[config.mk]
export PLATFORM = sky130hd
export DESIGN_NAME = mash_modulator
export DESIGN_NICKNAME = d
export VERILOG_FILES = /design/src/rtl/mash_pkg.sv /design/src/rtl/mash_acc_stage.sv /design/src/rtl/mash_carry_combiner.sv /design/src/rtl/mash_modulator.sv
export SDC_FILE = /design/constraint.sdc
export NUM_CORES = 1
export LEC_CHECK = 0
export BUFFER_PORTS_ARGS = -buffer_cell sky130_fd_sc_hd__buf_2
export CORE_UTILIZATION = 63
export CTS_CLUSTER_SIZE = 40
export DETAILED_ROUTE_END_ITERATION = 16
export GPL_ROUTABILITY_DRIVEN = 0
export PLACE_DENSITY = 0.9
export SLEW_MARGIN = 15
export SYNTH_ARGS = -nofsm -noshare
export SYNTH_HDL_FRONTEND = slang
export SYNTH_HIERARCHICAL = 1
export SYNTH_SLANG_ARGS = --single-unit
[constraint.sdc]
create_clock -name clk -period 8.8 [get_ports clk]
set_clock_uncertainty 0.1 [all_clocks]
set_input_delay 1.76 -clock clk [delete_from_list [all_inputs] [get_ports clk]]
set_output_delay 1.76 -clock clk [all_outputs]
set_load 0.02 [all_outputs]
[src/rtl/mash_pkg.sv]
// Package: shared helpers for the cascaded accumulator modulator.
// Assumes the stage count is between 1 and 3.
package mash_pkg;

    // Width of the signed output code for a given stage count.
    function automatic int code_width(input int stages);
        return stages + 1;
    endfunction

    // Largest code value the difference network can produce.
    function automatic int code_max(input int stages);
        return 1 << (stages - 1);
    endfunction

    // Smallest code value the difference network can produce.
    function automatic int code_min(input int stages);
        return 1 - (1 << (stages - 1));
    endfunction

endpackage

[src/rtl/mash_acc_stage.sv]
// Module: one wrapping accumulator of the cascade.
// The stage presents the new residue and the overflow bit combinationally,
// so that the next stage can consume the residue in the same cycle.
// Assumes en gates all state changes and rst_n is synchronous, active low.
module mash_acc_stage #(
    parameter int W = 16
) (
    input  logic         clk,
    input  logic         rst_n,
    input  logic         en,
    input  logic [W-1:0] add_i,
    output logic [W-1:0] sum_o,
    output logic         carry_o
);

    logic [W-1:0] acc_q;
    logic [W:0]   total;

    // Widened add, so that the overflow is bit W.
    always_comb begin
        total = {1'b0, acc_q} + {1'b0, add_i};
    end

    assign sum_o   = total[W-1:0];
    assign carry_o = total[W];

    // Keep the residue when enabled; clear it on reset.
    always_ff @(posedge clk) begin
        if (!rst_n) begin
            acc_q <= '0;
        end else if (en) begin
            acc_q <= total[W-1:0];
        end
    end

endmodule

[src/rtl/mash_carry_combiner.sv]
// Module: turns the per-stage carry bits into one signed code.
// Stage k (0-based) contributes its carry passed through a k-th order
// backward difference, using carries of earlier enabled cycles.
// Each carry is delayed by its own flip-flops, and the summed code is registered.
// Assumes 1 <= STAGES <= 3 and CW >= STAGES+1.
module mash_carry_combiner #(
    parameter int STAGES = 3,
    parameter int CW     = STAGES + 1
) (
    input  logic                 clk,
    input  logic                 rst_n,
    input  logic                 en,
    input  logic [STAGES-1:0]    carry_i,
    output logic signed [CW-1:0] code_o
);

    logic signed [CW-1:0] term [STAGES];
    logic signed [CW-1:0] code_sum;

    for (genvar k = 0; k < STAGES; k++) begin : g_term
        logic signed [CW-1:0] cur_s;

        // Carry of this cycle as a signed value of code width.
        always_comb begin
            cur_s = {{(CW-1){1'b0}}, carry_i[k]};
        end

        if (k == 0) begin : g_order0
            // Term for the first stage: its carry passes through unchanged.
            always_comb begin
                term[k] = cur_s;
            end
        end else if (k == 1) begin : g_order1
            logic                 d1_q;
            logic signed [CW-1:0] d1_s;

            // Delay of one enabled cycle for the second-stage carry.
            always_ff @(posedge clk) begin
                if (!rst_n) begin
                    d1_q <= 1'b0;
                end else if (en) begin
                    d1_q <= carry_i[k];
                end
            end

            // First difference of the second-stage carry.
            always_comb begin
                d1_s    = {{(CW-1){1'b0}}, d1_q};
                term[k] = cur_s - d1_s;
            end
        end else begin : g_order2
            logic                 d1_q;
            logic                 d2_q;
            logic signed [CW-1:0] d1_s;
            logic signed [CW-1:0] d2_s;

            // Delays of one and two enabled cycles for the third-stage carry.
            always_ff @(posedge clk) begin
                if (!rst_n) begin
                    d1_q <= 1'b0;
                    d2_q <= 1'b0;
                end else if (en) begin
                    d1_q <= carry_i[k];
                    d2_q <= d1_q;
                end
            end

            // Second difference: c - 2*c' + c''.
            always_comb begin
                d1_s    = {{(CW-1){1'b0}}, d1_q};
                d2_s    = {{(CW-1){1'b0}}, d2_q};
                term[k] = cur_s - (d1_s <<< 1) + d2_s;
            end
        end
    end

    // Add up the contributions of all stages.
    always_comb begin
        code_sum = '0;
        for (int k = 0; k < STAGES; k++) begin
            code_sum = code_sum + term[k];
        end
    end

    // Register the code on enabled cycles.
    always_ff @(posedge clk) begin
        if (!rst_n) begin
            code_o <= '0;
        end else if (en) begin
            code_o <= code_sum;
        end
    end

endmodule

[src/rtl/mash_modulator.sv]
// Module: top of the cascaded accumulator noise-shaping modulator.
// Stage 1 adds frac_i. Stage k+1 adds the new residue of stage k in the
// same cycle, so all carries belong to one accumulation step.
// The carries feed the difference network, which produces the registered code.
// Assumes 1 <= STAGES <= 3. Reset is synchronous, active low.
module mash_modulator #(
    parameter int W      = 16,
    parameter int STAGES = 3,
    parameter int CW     = mash_pkg::code_width(STAGES)
) (
    input  logic                 clk,
    input  logic                 rst_n,
    input  logic                 en,
    input  logic [W-1:0]         frac_i,
    output logic signed [CW-1:0] code_o
);

    logic [W-1:0]      feed [STAGES+1];
    logic [STAGES-1:0] carries;

    // Feed the input word into the head of the residue chain.
    always_comb begin
        feed[0] = frac_i;
    end

    for (genvar k = 0; k < STAGES; k++) begin : g_stage
        mash_acc_stage #(
            .W(W)
        ) stage_i (
            .clk     (clk),
            .rst_n   (rst_n),
            .en      (en),
            .add_i   (feed[k]),
            .sum_o   (feed[k+1]),
            .carry_o (carries[k])
        );
    end

    mash_carry_combiner #(
        .STAGES(STAGES),
        .CW    (CW)
    ) comb_i (
        .clk     (clk),
        .rst_n   (rst_n),
        .en      (en),
        .carry_i (carries),
        .code_o  (code_o)
    );

endmodule

==> results of run 1 <==
[per-stage QoR]
step	util	setup slack (ps)	area (um^2)
2_1_floorplan	-	1949	4732
3_3_place_gp	0.6681	1558	4846
3_5_place_dp	0.6681	1337	4846
4_1_cts	0.6864	1609	4979
5_1_grt	0.6864	1130	4979
6_report	0.6864	1582	4979
[cell type report]
class / instances / area [um^2]
fillers: 573 / 2275
well taps: 99 / 123.9
inverters: 24 / 90.09
flip-flops and latches: 55 / 1101
repair buffers: 24 / 125.1
clock inverters: 2 / 60.06
clock buffers: 6 / 72.57
multi-input cells: 427 / 3406
[cells in the final DEF (no fill, tap or decap), types with 3 or more instances in the layout]
cell / count
sky130_fd_sc_hd__a41oi_1: 3
sky130_fd_sc_hd__mux2i_1: 25
sky130_fd_sc_hd__fa_1: 5
sky130_fd_sc_hd__o211ai_2: 7
sky130_fd_sc_hd__o22ai_2: 3
sky130_fd_sc_hd__nand4_1: 13
sky130_fd_sc_hd__o21bai_1: 10
sky130_fd_sc_hd__a211o_1: 3
sky130_fd_sc_hd__o21a_1: 3
sky130_fd_sc_hd__nor2_1: 36
sky130_fd_sc_hd__buf_2: 22
sky130_fd_sc_hd__o21ai_0: 9
sky130_fd_sc_hd__ha_1: 53
sky130_fd_sc_hd__a2111oi_4: 3
sky130_fd_sc_hd__nand2_1: 29
sky130_fd_sc_hd__a21oi_2: 10
sky130_fd_sc_hd__o211ai_1: 15
sky130_fd_sc_hd__a21oi_1: 34
sky130_fd_sc_hd__clkbuf_8: 5
sky130_fd_sc_hd__nand3b_1: 8
sky130_fd_sc_hd__xor2_1: 20
sky130_fd_sc_hd__and3_1: 3
sky130_fd_sc_hd__nand2_2: 6
sky130_fd_sc_hd__nand4b_1: 3
sky130_fd_sc_hd__nor2b_1: 23
sky130_fd_sc_hd__a31oi_1: 5
sky130_fd_sc_hd__a211oi_1: 6
sky130_fd_sc_hd__a22o_1: 16
sky130_fd_sc_hd__nand2b_1: 5
sky130_fd_sc_hd__and2_1: 8
sky130_fd_sc_hd__nand3_1: 17
sky130_fd_sc_hd__a21oi_4: 3
sky130_fd_sc_hd__nor3_2: 3
sky130_fd_sc_hd__o21ai_1: 4
sky130_fd_sc_hd__inv_1: 23
sky130_fd_sc_hd__dfxtp_1: 55
sky130_fd_sc_hd__xnor2_1: 15
[sequential cells by signal, summed over array words and instances (netlist names)]
register                     count
comb_i/code_o                    4
comb_i/g_term.g_order1.d1_q      1
comb_i/g_term.g_order2.d2_q      1
g_stage.stage_i/acc_q           48
comb_i/g_term.g_order2.d1_q      1
[worst reg2reg max path, delay by kind of cell (launching register included)]
| family | cells | cell delay [ps] |
|---|---|---|
| buffers and inverters | 1 | 50 |
| AND/OR/NAND/NOR | 2 | 180 |
| adder cells (fa/ha/maj) | 7 | 2490 |
| flip-flops | 1 | 330 |
| AO/OA/AOI/OAI | 11 | 2200 |
| XOR/XNOR | 3 | 530 |
[report_power, final]
group          switching, mW  internal [mW]
clock                 0.0848          0.114
sequential            0.0470          0.324
combinational          0.889          0.618
[metal layers]
| layer | up-vias | routed length, um |
|---|---|---|
| li1 | 1956 | - |
| met1 | 1909 | 4597 |
| met2 | 108 | 4924 |
| met3 | 19 | 409 |
| met4 | 0 | 223 |
| met5 | - | 0 |
[path summary, 6_finish.rpt]
kind | slack (ps) | cells past startpoint | endpoint
hold / removal | 390 | 2 | g_stage[0].stage_i/acc_q[7]
setup / recovery | 1580 | 25 | comb_i/code_o[2]
hold reg to reg | 390 | 2 | g_stage[0].stage_i/acc_q[7]
setup reg to reg | 2830 | 24 | comb_i/code_o[2]
==> results list, run 1 <==
* Result of the run: completed
- Setup TNS: 0 ps
- The number of antenna violations at the first check in global routing is 0.
- Origin of the critical flop-to-flop path: g_stage[0].stage_i/acc_q[0]
- STA puts the critical path data required time at 8920 ps.
- Setup violations remaining at the end of the flow were counted as 0.
- Power comes to 2.076 mW.
- Row count: 31
- Placed insts: 629
- Total via count after detailed routing: 3992
- For met1 alone, demand over resource in global routing was 0.3379.
* Deepest clock path buffer count: 2
* Vertical extent of the die: 88.67 um
- Family of cells with the greatest summed delay on the critical path: adder cells
- Final Hold Viols: 0
- After the flow finishes, the layout carries non-filler instances totaling 637.
- Clock transition time at the flip-flop clock pins of the worst setup and hold paths: 100 ps
- Averaged over all synthesized cells, the footprint is 8.945 um^2.
* Effective utilization at floorplan: 0.6524
- Buffers inserted during clock tree synthesis total 5.
- In this run the number of H-tree levels came out at 2.
* Clock tree from TritonCTS: yes
- Leakage power: 2.143 nW
- Area of the die: 7861 um^2
* GRT Residual Overflow: 0
* Fraction of layout instances using a drive strength above 1: 0.1468
* DR WL/cell: 15.94 um
* Critical Path Source: frac_i[0]
- After technology mapping, the gate count stands at 529.
* Source of the worst hold timing path: g_stage[0].stage_i/acc_q[7]
- The worst pin sits at a relative slew slack of 0.4774.
- The count of nets left with antenna violations once routing finished came out at 0.
* Global-route wire length before repair: 17240 um
* GRT Overall Usage: 0.2778
- For met3 alone, demand over resource in global routing was 0.03451.
- IR analysis of the VDD net gives a maximum drop of 227.8 uV.
- In the routed design, unresolved DRC markers number 0.
- Cell area power density: 417.0 nW/um^2
- Input and output buffers added on the ports amount to 22.
- Post-route fraction of the period consumed by the critical path: 0.8202
* Area of the mapped netlist: 4732 um^2
- For the finished layout, the period the worst path requires is 7218 ps.
- Gates resized during post-CTS repair numbered 0.
- For this run, global-route usage on met2 was measured as 0.4979.
* Post-CTS Hold Buffers: 0
- During synthesis, Yosys emitted a total of 6 warnings.
* Final wirelength: 10150 um
- Final Slew Violations: 0
- The via count of the first global-routing pass came to 3868.
* Crit start category: primary input
- Horizontal die dimension: 88.67 um
* Setup repair after global routing missed its margin: no
- Final hold analysis gives a worst-case slack of 385.7 ps.
- Source-to-sink clock delay at the later pin of the worst-skew pair: 310 ps
- STA classifies the critical path endpoint as a register.
* Busiest layer in global routing: met2
- In the routed layout, each cell is associated on average with a via count of 6.267.
- In the final design database the tool counted 614 nets.
* Half-perimeter wire length of the detailed placement result: 7531 um
* Total buffers and inverters traversed by the critical path: 2
- In this run the clock root is driven by a sky130_fd_sc_hd__clkbuf_8.
- Post-CTS setup buffer count: 0
- The number of antenna diodes in the final layout is 0.
* Worst EP arrival: 7340 ps
- The largest single stage delay on the critical path is 550 ps.
- The clock net in this run drives a total of 55 sinks.
* Number of top-level pins: 23
* P&R area growth vs syn: 5.209%
- Cell at the slowest stage of the critical path: sky130_fd_sc_hd__fa_1
- Number of nets produced by synthesis: 606
* Crit Path Class: primary input to register
- Number of optimization iterations in the first detailed-route pass: 5
- CORE AREA: 7253 um^2
- Worst Max-Slew Pin Slew: 783.8 ps
- Number of max-cap violations: 0
* Maximum net fanout on the critical path: 7
* Fmax: 138.5 MHz
- Worst hold-check path type: register to register
* Maximum number of pins on one net before global-route repair: 65
- For this block, the initial DRC count from the detailed router was 238.
- By instance count, the cell type seen most on the critical path is sky130_fd_sc_hd__ha_1.
Note: power is estimated with default switching activity, not from simulation.
==> inputs of run 2 (changes only) <==
==> constraint.sdc (replaced) <==
create_clock -name clk -period 6.85 [get_ports clk]
set_clock_uncertainty 0.1 [all_clocks]
set_input_delay 1.37 -clock clk [delete_from_list [all_inputs] [get_ports clk]]
set_output_delay 1.37 -clock clk [all_outputs]
set_load 0.02 [all_outputs]
==> run 2 against run 1 <==
  * Sequential power rose by 29%
  * Combinational power rose by 36%
  * Wire length rose by 6.7%
  * Utilization rose by 0.69 points
  * Total power rose by 32%
  * Final cell count rose by 1.3%
  * Clock power barely moved
  * Via count rose by 1.1%
==> results list, run 2 (synthesized netlist as in run 1, its figures left out) <==
- Largest registers in the final layout: g_stage.stage_i/acc_q (48), comb_i/code_o (4) (unchanged)
- The layout cell share with drive strength beyond 1 came to 0.1667 (was 0.1468).
- Area of the multi-input gates: 3430 um^2 (was 3406 um^2)
- The via count of the first global-routing pass was 3972 (was 3868).
- The x dimension of the die was 88.67 um (unchanged).
* Commonest cells after routing, fill and taps aside: sky130_fd_sc_hd__dfxtp_1 (55), sky130_fd_sc_hd__ha_1 (51), sky130_fd_sc_hd__nor2_1 (36) (was sky130_fd_sc_hd__dfxtp_1 (55), sky130_fd_sc_hd__ha_1 (53), sky130_fd_sc_hd__nor2_1 (36))
- Number of flip-flops in the largest register: 48 (unchanged)
- The number of antenna violations at the first check in global routing is 0 (unchanged).
- The top fanout value on the critical path is 7 (unchanged).
* GRT Overall Usage: 0.2924 (was 0.2778)
- Leading cell type in the layout, fill and taps excluded: sky130_fd_sc_hd__dfxtp_1 (unchanged)
- The areal power density over the cells is 543.4 nW/um^2 (was 417.0 nW/um^2).
- Overall power consumption: 2.733 mW (was 2.076 mW)
- Seq. cell area: 1101 um^2 (unchanged)
* Total buffers and inverters traversed by the critical path: 2 (unchanged)
- The area of the core region was 7253 um^2 (unchanged).
* Setup violations, final: 0 (unchanged)
* Worst EP arrival: 6730 ps (was 7340 ps)
* Maximum number of pins on one net before global-route repair: 65 (unchanged)
* Total number of clock tree sinks: 55 (unchanged)
- Register with the most flip-flops: g_stage.stage_i/acc_q (unchanged)
- Vertical extent of the die: 88.67 um (unchanged)
* Clk root buf: sky130_fd_sc_hd__clkbuf_8 (unchanged)
- The residual antenna-violating net count after detailed routing was 0 (unchanged).
- The starting density of the core is 0.6524 (unchanged).
* Setup repair after global routing missed its margin: no (unchanged)
- The cell with the biggest individual delay on the critical path was sky130_fd_sc_hd__fa_1 (unchanged).
- Count of input and output buffers: 22 (unchanged)
- The smallest clock period supported by the final layout is computed as 6597 ps.
* Number of optimization iterations in the first detailed-route pass: 5 (unchanged)
- The CTS tree was yes (unchanged).
* Fmax: 151.6 MHz
- Detailed router's first-iteration violation count: 254 (was 238)
* Area of the die: 7861 um^2 (unchanged)
* Area after detailed placement: 4898 um^2 (was 4846 um^2)
- Post-layout util: 0.6933 (was 0.6864)
- Fillers: 560 (was 573)
- The total routed wirelength was 10830 um (was 10150 um).
- Dividing the final minimum period by the clock period gives 0.9630.
- The number of levels the H-tree was split into is 2 (unchanged).
- Crit Path Class: primary input to register (unchanged)
- The maximum ir drop on the vdd rail came to 318.0 uV (was 227.8 uV).
- The sum of overflow across all layers after global routing came to 0 (unchanged).
- Final Hold Viols: 0 (unchanged)
- The worst hold-check path type is register to register (unchanged).
- Row count: 31 (unchanged)
- Antenna diode count: 0 (unchanged)
* Number of buffers created by CTS: 5 (unchanged)
- Leakage power: 2.166 nW (was 2.143 nW)
- Half-perimeter wire length of the detailed placement result: 8116 um (was 7531 um)
- Number of nets in the layout: 622 (was 614)
* P&R area growth vs syn: 6.266% (was 5.209%)
- The top-level port count came to 23 (unchanged).
- DR WL/cell: 16.80 um (was 15.94 um)
- The number of max-capacitance violations reported was 0 (unchanged).
* Post-detailed-route via-to-cell ratio: 6.259 (was 6.267)
- Highest cell delay on the worst timing path: 520 ps (was 550 ps)
- The relative slew slack is 0.4833 (was 0.4774).
- The max-slew violation total from the final report came to 0 (unchanged).
- The slew at the pin closest to its max-slew limit was 775.1 ps (was 783.8 ps).
- Crit start category: primary input (unchanged)
* Required time at the worst-slack endpoint: 6980 ps (was 8920 ps)
* Final design instance area without fill: 5029 um^2 (was 4979 um^2)
- Global-route wire length before repair: 17970 um (was 17240 um)
- Deepest clock path buffer count: 2 (unchanged)
- The total vias in the final route is 4037 (was 3992).
- Clock transition time at the flip-flop clock pins of the worst setup and hold paths: 110 ps (was 100 ps)
- The clock latency on the worst-skew pair was 320 ps (was 310 ps).
- The kind of end point of the critical path was a register (unchanged).
* Family of cells with the greatest summed delay on the critical path: adder cells (unchanged)
- DRC errors left: 0 (unchanged)
- Result of the run: completed (unchanged)
-- run 2: stage by stage --
stage | instances | setup TNS, ps | hold WS, ps | setup WS [ps]
after global routing | 645 | 0 | 414.4 | 14.94
after global placement | 636 | 0 | 357.4 | 111.6
final | 645 | 0 | 398.8 | 253.4
after detailed placement | 636 | -163.6 | 362.0 | -125.2
after floorplan | 529 | 0 | 346.4 | 388.6
after CTS | 644 | 0 | 393.7 | 104.3
-- run 2: layout make-up --
cell class              instances  share of cell area
repair buffers                 32             0.03683
inverters                      24             0.01791
well taps                      99             0.02463
flip-flops and latches         55              0.2190
multi-input cells             427              0.6820
clock buffers                   6             0.01642
clock inverters                 2            0.003235
-- run 2: repair_timing --
action                                  in CTS  in global routing
hold buffers                                 0                  0
setup buffers                                0                  1
endpoints found under the setup margin       0                  2
resized for setup                            0                  6
-- run 2: final timing paths --
path | from | endpoint | slack [ps] | cells after the start
setup reg to reg | g_stage[0].stage_i/acc_q[0] | comb_i/code_o[2] | 1080 | 24
hold reg to reg | g_stage[0].stage_i/acc_q[9] | g_stage[0].stage_i/acc_q[9] | 400 | 1
setup / recovery | frac_i[0] | comb_i/code_o[2] | 250 | 25
hold / removal | g_stage[0].stage_i/acc_q[9] | g_stage[0].stage_i/acc_q[9] | 400 | 1
-- run 2: report_power, final --
part           internal [mW]  switching, mW  total (mW)
Combinational          0.857           1.20        2.05
Sequential             0.416         0.0621       0.479
Clock                 0.0829          0.118       0.201
-- run 2: layer usage --
metal / part of all wire / track usage / wire (um)
met4: 0.035 / 0.1466 / 374
met2: 0.48 / 0.5028 / 5249
met3: 0.053 / 0.04944 / 576
met5: 0 / 0 / 0
met1: 0.43 / 0.3518 / 4633
-- run 2: worst register-to-register path, cell delays in order, from the launching register on --
cell and delay (ps):
sky130_fd_sc_hd__dfxtp_1 330, sky130_fd_sc_hd__ha_1 210, sky130_fd_sc_hd__fa_1 430, sky130_fd_sc_hd__a21oi_2 200, sky130_fd_sc_hd__o21bai_1 90, sky130_fd_sc_hd__xor2_1 170
sky130_fd_sc_hd__ha_1 390, sky130_fd_sc_hd__nand2_2 120, sky130_fd_sc_hd__nor3b_4 230, sky130_fd_sc_hd__o211ai_2 160, sky130_fd_sc_hd__a31oi_1 190, sky130_fd_sc_hd__xor2_1 230
sky130_fd_sc_hd__ha_2 360, sky130_fd_sc_hd__a21oi_2 200, sky130_fd_sc_hd__o21ai_2 100, sky130_fd_sc_hd__a211o_1 320, sky130_fd_sc_hd__o22ai_2 180, sky130_fd_sc_hd__o21ai_1 150
sky130_fd_sc_hd__fa_1 520, sky130_fd_sc_hd__ha_1 170, sky130_fd_sc_hd__inv_1 60, sky130_fd_sc_hd__fa_1 370, sky130_fd_sc_hd__xnor2_1 180, sky130_fd_sc_hd__nand2_1 70
sky130_fd_sc_hd__o211a_1 140
==> inputs of run 3 (changes only) <==
--- a/config.mk
+++ b/config.mk
@@ -11,6 +11,7 @@
 export DETAILED_ROUTE_END_ITERATION = 16
 export GPL_ROUTABILITY_DRIVEN = 0
 export PLACE_DENSITY = 0.9
+export RECOVER_POWER = 50
 export SLEW_MARGIN = 15
 export SYNTH_ARGS = -nofsm -noshare
 export SYNTH_HDL_FRONTEND = slang
==> run 3 against run 2 <==
  * Worst setup slack got worse by 14 ps
  * Register-to-register slack about the same
  * Global-route usage unchanged
  * Non-clock buffer count unchanged
  * Utilization is 0.41 points lower
  * Count of clock-buffer cells in the layout is the same
  * Critical path depth is the same
  * Final area down 0.60%
  * Sequential share of layout area is 0.13 points higher
  * Clock power about the same
  * Maximum frequency is 0.22% lower
  * Final cell count is the same
==> results list, run 3 (synthesized netlist as in run 1, its figures left out) <==
* Result of the run: completed (unchanged)
* Number of flip-flops in the largest register: 48 (unchanged)
- The pin count of the biggest net entering global routing came to 65 (unchanged).
- The share of power burned in the clock network was 0.073 (about the same).
* Total via count after detailed routing: 4034 (was 4037)
- The final hold violation count was 0 (unchanged).
- The class of the most critical setup path is primary input to register (unchanged).
- The accumulated negative setup slack is 0 ps (unchanged).
- The critical path arrival is 6740 ps (was 6730 ps).
* Cell area power density: 546.2 nW/um^2 (was 543.4 nW/um^2)
- The slew at the pin closest to its max-slew limit is 772.7 ps (was 775.1 ps).
* Overall power consumption: 2.730 mW (was 2.733 mW)
- The top fanout value on the critical path is 7 (unchanged).
* Count of input and output buffers: 22 (unchanged)
- Total number of clock tree sinks: 55 (unchanged)
* Post-CTS Hold Buffers: 0 (unchanged)
- Required time at the worst-slack endpoint: 6980 ps (about the same)
- Final antenna-violating net count: 0 (unchanged)
- The critical hold path startpoint is g_stage[2].stage_i/acc_q[12] (was g_stage[0].stage_i/acc_q[9]).
- Number of max-cap violations: 0 (unchanged)
- The combinational group share of total power came to 0.751 (was 0.752).
- Source-to-sink clock delay at the later pin of the worst-skew pair: 320 ps (about the same)
* Critical Path Source: frac_i[0] (unchanged)
- Global-route wire length before repair: 17970 um (unchanged)
* Fmax: 151.3 MHz (was 151.6 MHz)
- Setup repair after global routing missed its margin: no (unchanged).
- Crit start category: primary input (unchanged)
* Post-layout util: 0.6892 (was 0.6933)
* Antenna diode count: 0 (unchanged)
* Switching power summed over all nets: 1.378 mW (was 1.377 mW)
* Clock tree from TritonCTS: yes (unchanged)
* Number of antenna violations at the first check in global routing: 0 (unchanged)
- GRT Residual Overflow: 0 (unchanged)
- Vertical extent of the die: 88.67 um (unchanged)
* Register with the most flip-flops: g_stage.stage_i/acc_q (unchanged)
* Share of total power consumed by net switching: 0.5045 (was 0.5038)
- The worst hold-check path type was register to register (unchanged).
* Leakage power: 2.136 nW (was 2.166 nW)
* CORE AREA: 7253 um^2 (unchanged)
* Setup violations, final: 0 (unchanged)
- The max-slew violation total from the final report is 0 (unchanged).
- The post-route fraction of the period consumed by the critical path was 0.9651 (was 0.9630).
* Fraction of layout instances using a drive strength above 1: 0.1538 (was 0.1667)
* Detailed router's first-iteration violation count: 247 (was 254)
- The clock-pin slew reported for the worst setup and hold paths after clock tree synthesis was 110 ps (about the same).
- Worst Hold Slack: 399.2 ps (was 398.8 ps)
- Fillers: 568 (was 560)
- P&R area growth vs syn: 5.632% (was 6.266%)
- Largest registers in the final layout: g_stage.stage_i/acc_q (48), comb_i/code_o (4) (unchanged)
- Horizontal die dimension: 88.67 um (unchanged)
- The number of levels the H-tree was split into was 2 (unchanged).
* Area of the die: 7861 um^2 (unchanged)
- Half-perimeter wire length of the detailed placement result: 8116 um (unchanged)
- The maximum ir drop on the vdd rail was 318.7 uV (was 318.0 uV).
- The vias per cell is 6.254 (was 6.259).
* Internal Pwr Total: 1.353 mW (was 1.356 mW)
- The maximum number of buffers from clock root to sink came to 2 (unchanged).
- Origin of the critical flop-to-flop path: g_stage[0].stage_i/acc_q[0] (unchanged)
- The number of placement rows is 31 (unchanged).
- The average routed wire per standard cell came to 16.84 um (was 16.80 um).
* Number of buffers created by CTS: 5 (unchanged)
* Leading cell type in the layout, fill and taps excluded: sky130_fd_sc_hd__dfxtp_1 (unchanged)
- GRT Overall Usage: 0.2924 (unchanged)
- Max transition margin: 0.4781 (was 0.4833)
- The top-level port count is 23 (unchanged).
- The starting density of the core came to 0.6524 (unchanged).
- The via count of the first global-routing pass is 3972 (unchanged).
- The kind of end point of the critical path is a register (unchanged).
* DRC errors left: 0 (unchanged)
- Number of optimization iterations in the first detailed-route pass: 5 (unchanged)
* Tmin final: 6611 ps (was 6597 ps)
* Final wirelength: 10860 um (was 10830 um)
- Commonest cells after routing, fill and taps aside: sky130_fd_sc_hd__dfxtp_1 (55), sky130_fd_sc_hd__ha_1 (51), sky130_fd_sc_hd__nor2_1 (36) (unchanged).
- The clock tree root buffer cell is sky130_fd_sc_hd__clkbuf_8 (unchanged).
* Part of the power in registers: 0.175 (about the same)
- The count of nets after finishing was 622 (unchanged).
run 3: cell types whose count changed in the layout (fill, tap and decap cells not counted):
cell and change:
sky130_fd_sc_hd__a21oi_4 -1, sky130_fd_sc_hd__o41ai_1 +1, sky130_fd_sc_hd__o22ai_1 +1, sky130_fd_sc_hd__buf_2 -4, sky130_fd_sc_hd__o21ai_0 +1, sky130_fd_sc_hd__clkbuf_1 +4, sky130_fd_sc_hd__a21oi_1 +1, sky130_fd_sc_hd__o22ai_2 -1
sky130_fd_sc_hd__o41ai_2 -1, sky130_fd_sc_hd__o21ai_1 -1
run 3: path summary, 6_finish.rpt:
| path | slack [ps] | endpoint | cells past startpoint |
|---|---|---|---|
| worst max-delay path | 240 | comb_i/code_o[2] | 25 |
| worst min-delay path | 400 | g_stage[2].stage_i/acc_q[12] | 1 |
| worst max register to register | 1070 | comb_i/code_o[2] | 24 |
| worst min register to register | 400 | g_stage[2].stage_i/acc_q[12] | 1 |
run 3: layout make-up:
type / count / area [um^2] / area share
multi-input combinational: 427 / 3405 / 0.6811
sequential: 55 / 1101 / 0.2203
timing repair buffer: 32 / 180.2 / 0.03605
tap: 99 / 123.9 / 0.02478
inverter: 24 / 90.09 / 0.01802
clock buffer: 6 / 82.58 / 0.01652
clock inverter: 2 / 16.27 / 0.003254
run 3: metal layers:
metal / global-route usage / up-vias / wire (um)
met5: 0 / - / 0
met4: 0.1466 / 0 / 369
met3: 0.04944 / 37 / 460
met2: 0.5028 / 134 / 5293
met1: 0.3518 / 1890 / 4740
li1: - / 1973 / -
run 3: metrics by stage:
| stage | worst slack, ps | std cells | instance area (um^2) |
|---|---|---|---|
| after floorplan | 388.6 | 529 | 4732 |
| after global placement | 111.6 | 636 | 4898 |
| after detailed placement | -125.2 | 636 | 4898 |
| after CTS | 104.3 | 644 | 4997 |
| after global routing | 14.94 | 645 | 4999 |
| final | 239.1 | 645 | 4999 |
run 3: worst max-delay path, stage by stage:
cell	delay [ps]
sky130_fd_sc_hd__buf_2	100
sky130_fd_sc_hd__ha_1	220
sky130_fd_sc_hd__fa_1	430
sky130_fd_sc_hd__a21oi_2	200
sky130_fd_sc_hd__o21bai_1	90
sky130_fd_sc_hd__xor2_1	160
sky130_fd_sc_hd__ha_1	390
sky130_fd_sc_hd__nand2_2	120
sky130_fd_sc_hd__nor3b_4	230
sky130_fd_sc_hd__o211ai_2	160
sky130_fd_sc_hd__a31oi_1	190
sky130_fd_sc_hd__xor2_1	230
sky130_fd_sc_hd__ha_2	370
sky130_fd_sc_hd__a21oi_2	210
sky130_fd_sc_hd__o21ai_2	100
sky130_fd_sc_hd__a211o_1	320
sky130_fd_sc_hd__o22ai_2	180
sky130_fd_sc_hd__o21ai_1	150
sky130_fd_sc_hd__fa_1	520
sky130_fd_sc_hd__ha_1	170
sky130_fd_sc_hd__inv_1	60
sky130_fd_sc_hd__fa_1	370
sky130_fd_sc_hd__xnor2_1	180
sky130_fd_sc_hd__nand2_1	70
sky130_fd_sc_hd__o211a_1	140
run 3: power groups by stage:
| stage | registers [mW] | clock network [mW] | logic (mW) |
|---|---|---|---|
| after floorplan | 0.469 | 0 | 1.62 |
| after global placement | 0.476 | 0 | 1.87 |
| after detailed placement | 0.483 | 0 | 1.98 |
| after CTS | 0.477 | 0.203 | 2.00 |
| after global routing | 0.488 | 0.215 | 2.25 |
| final | 0.479 | 0.200 | 2.05 |
run 3: what timing repair did:
action                                  CTS  global route
setup buffers                             0             1
endpoints found under the setup margin    0             2
gates resized for setup                   0             6
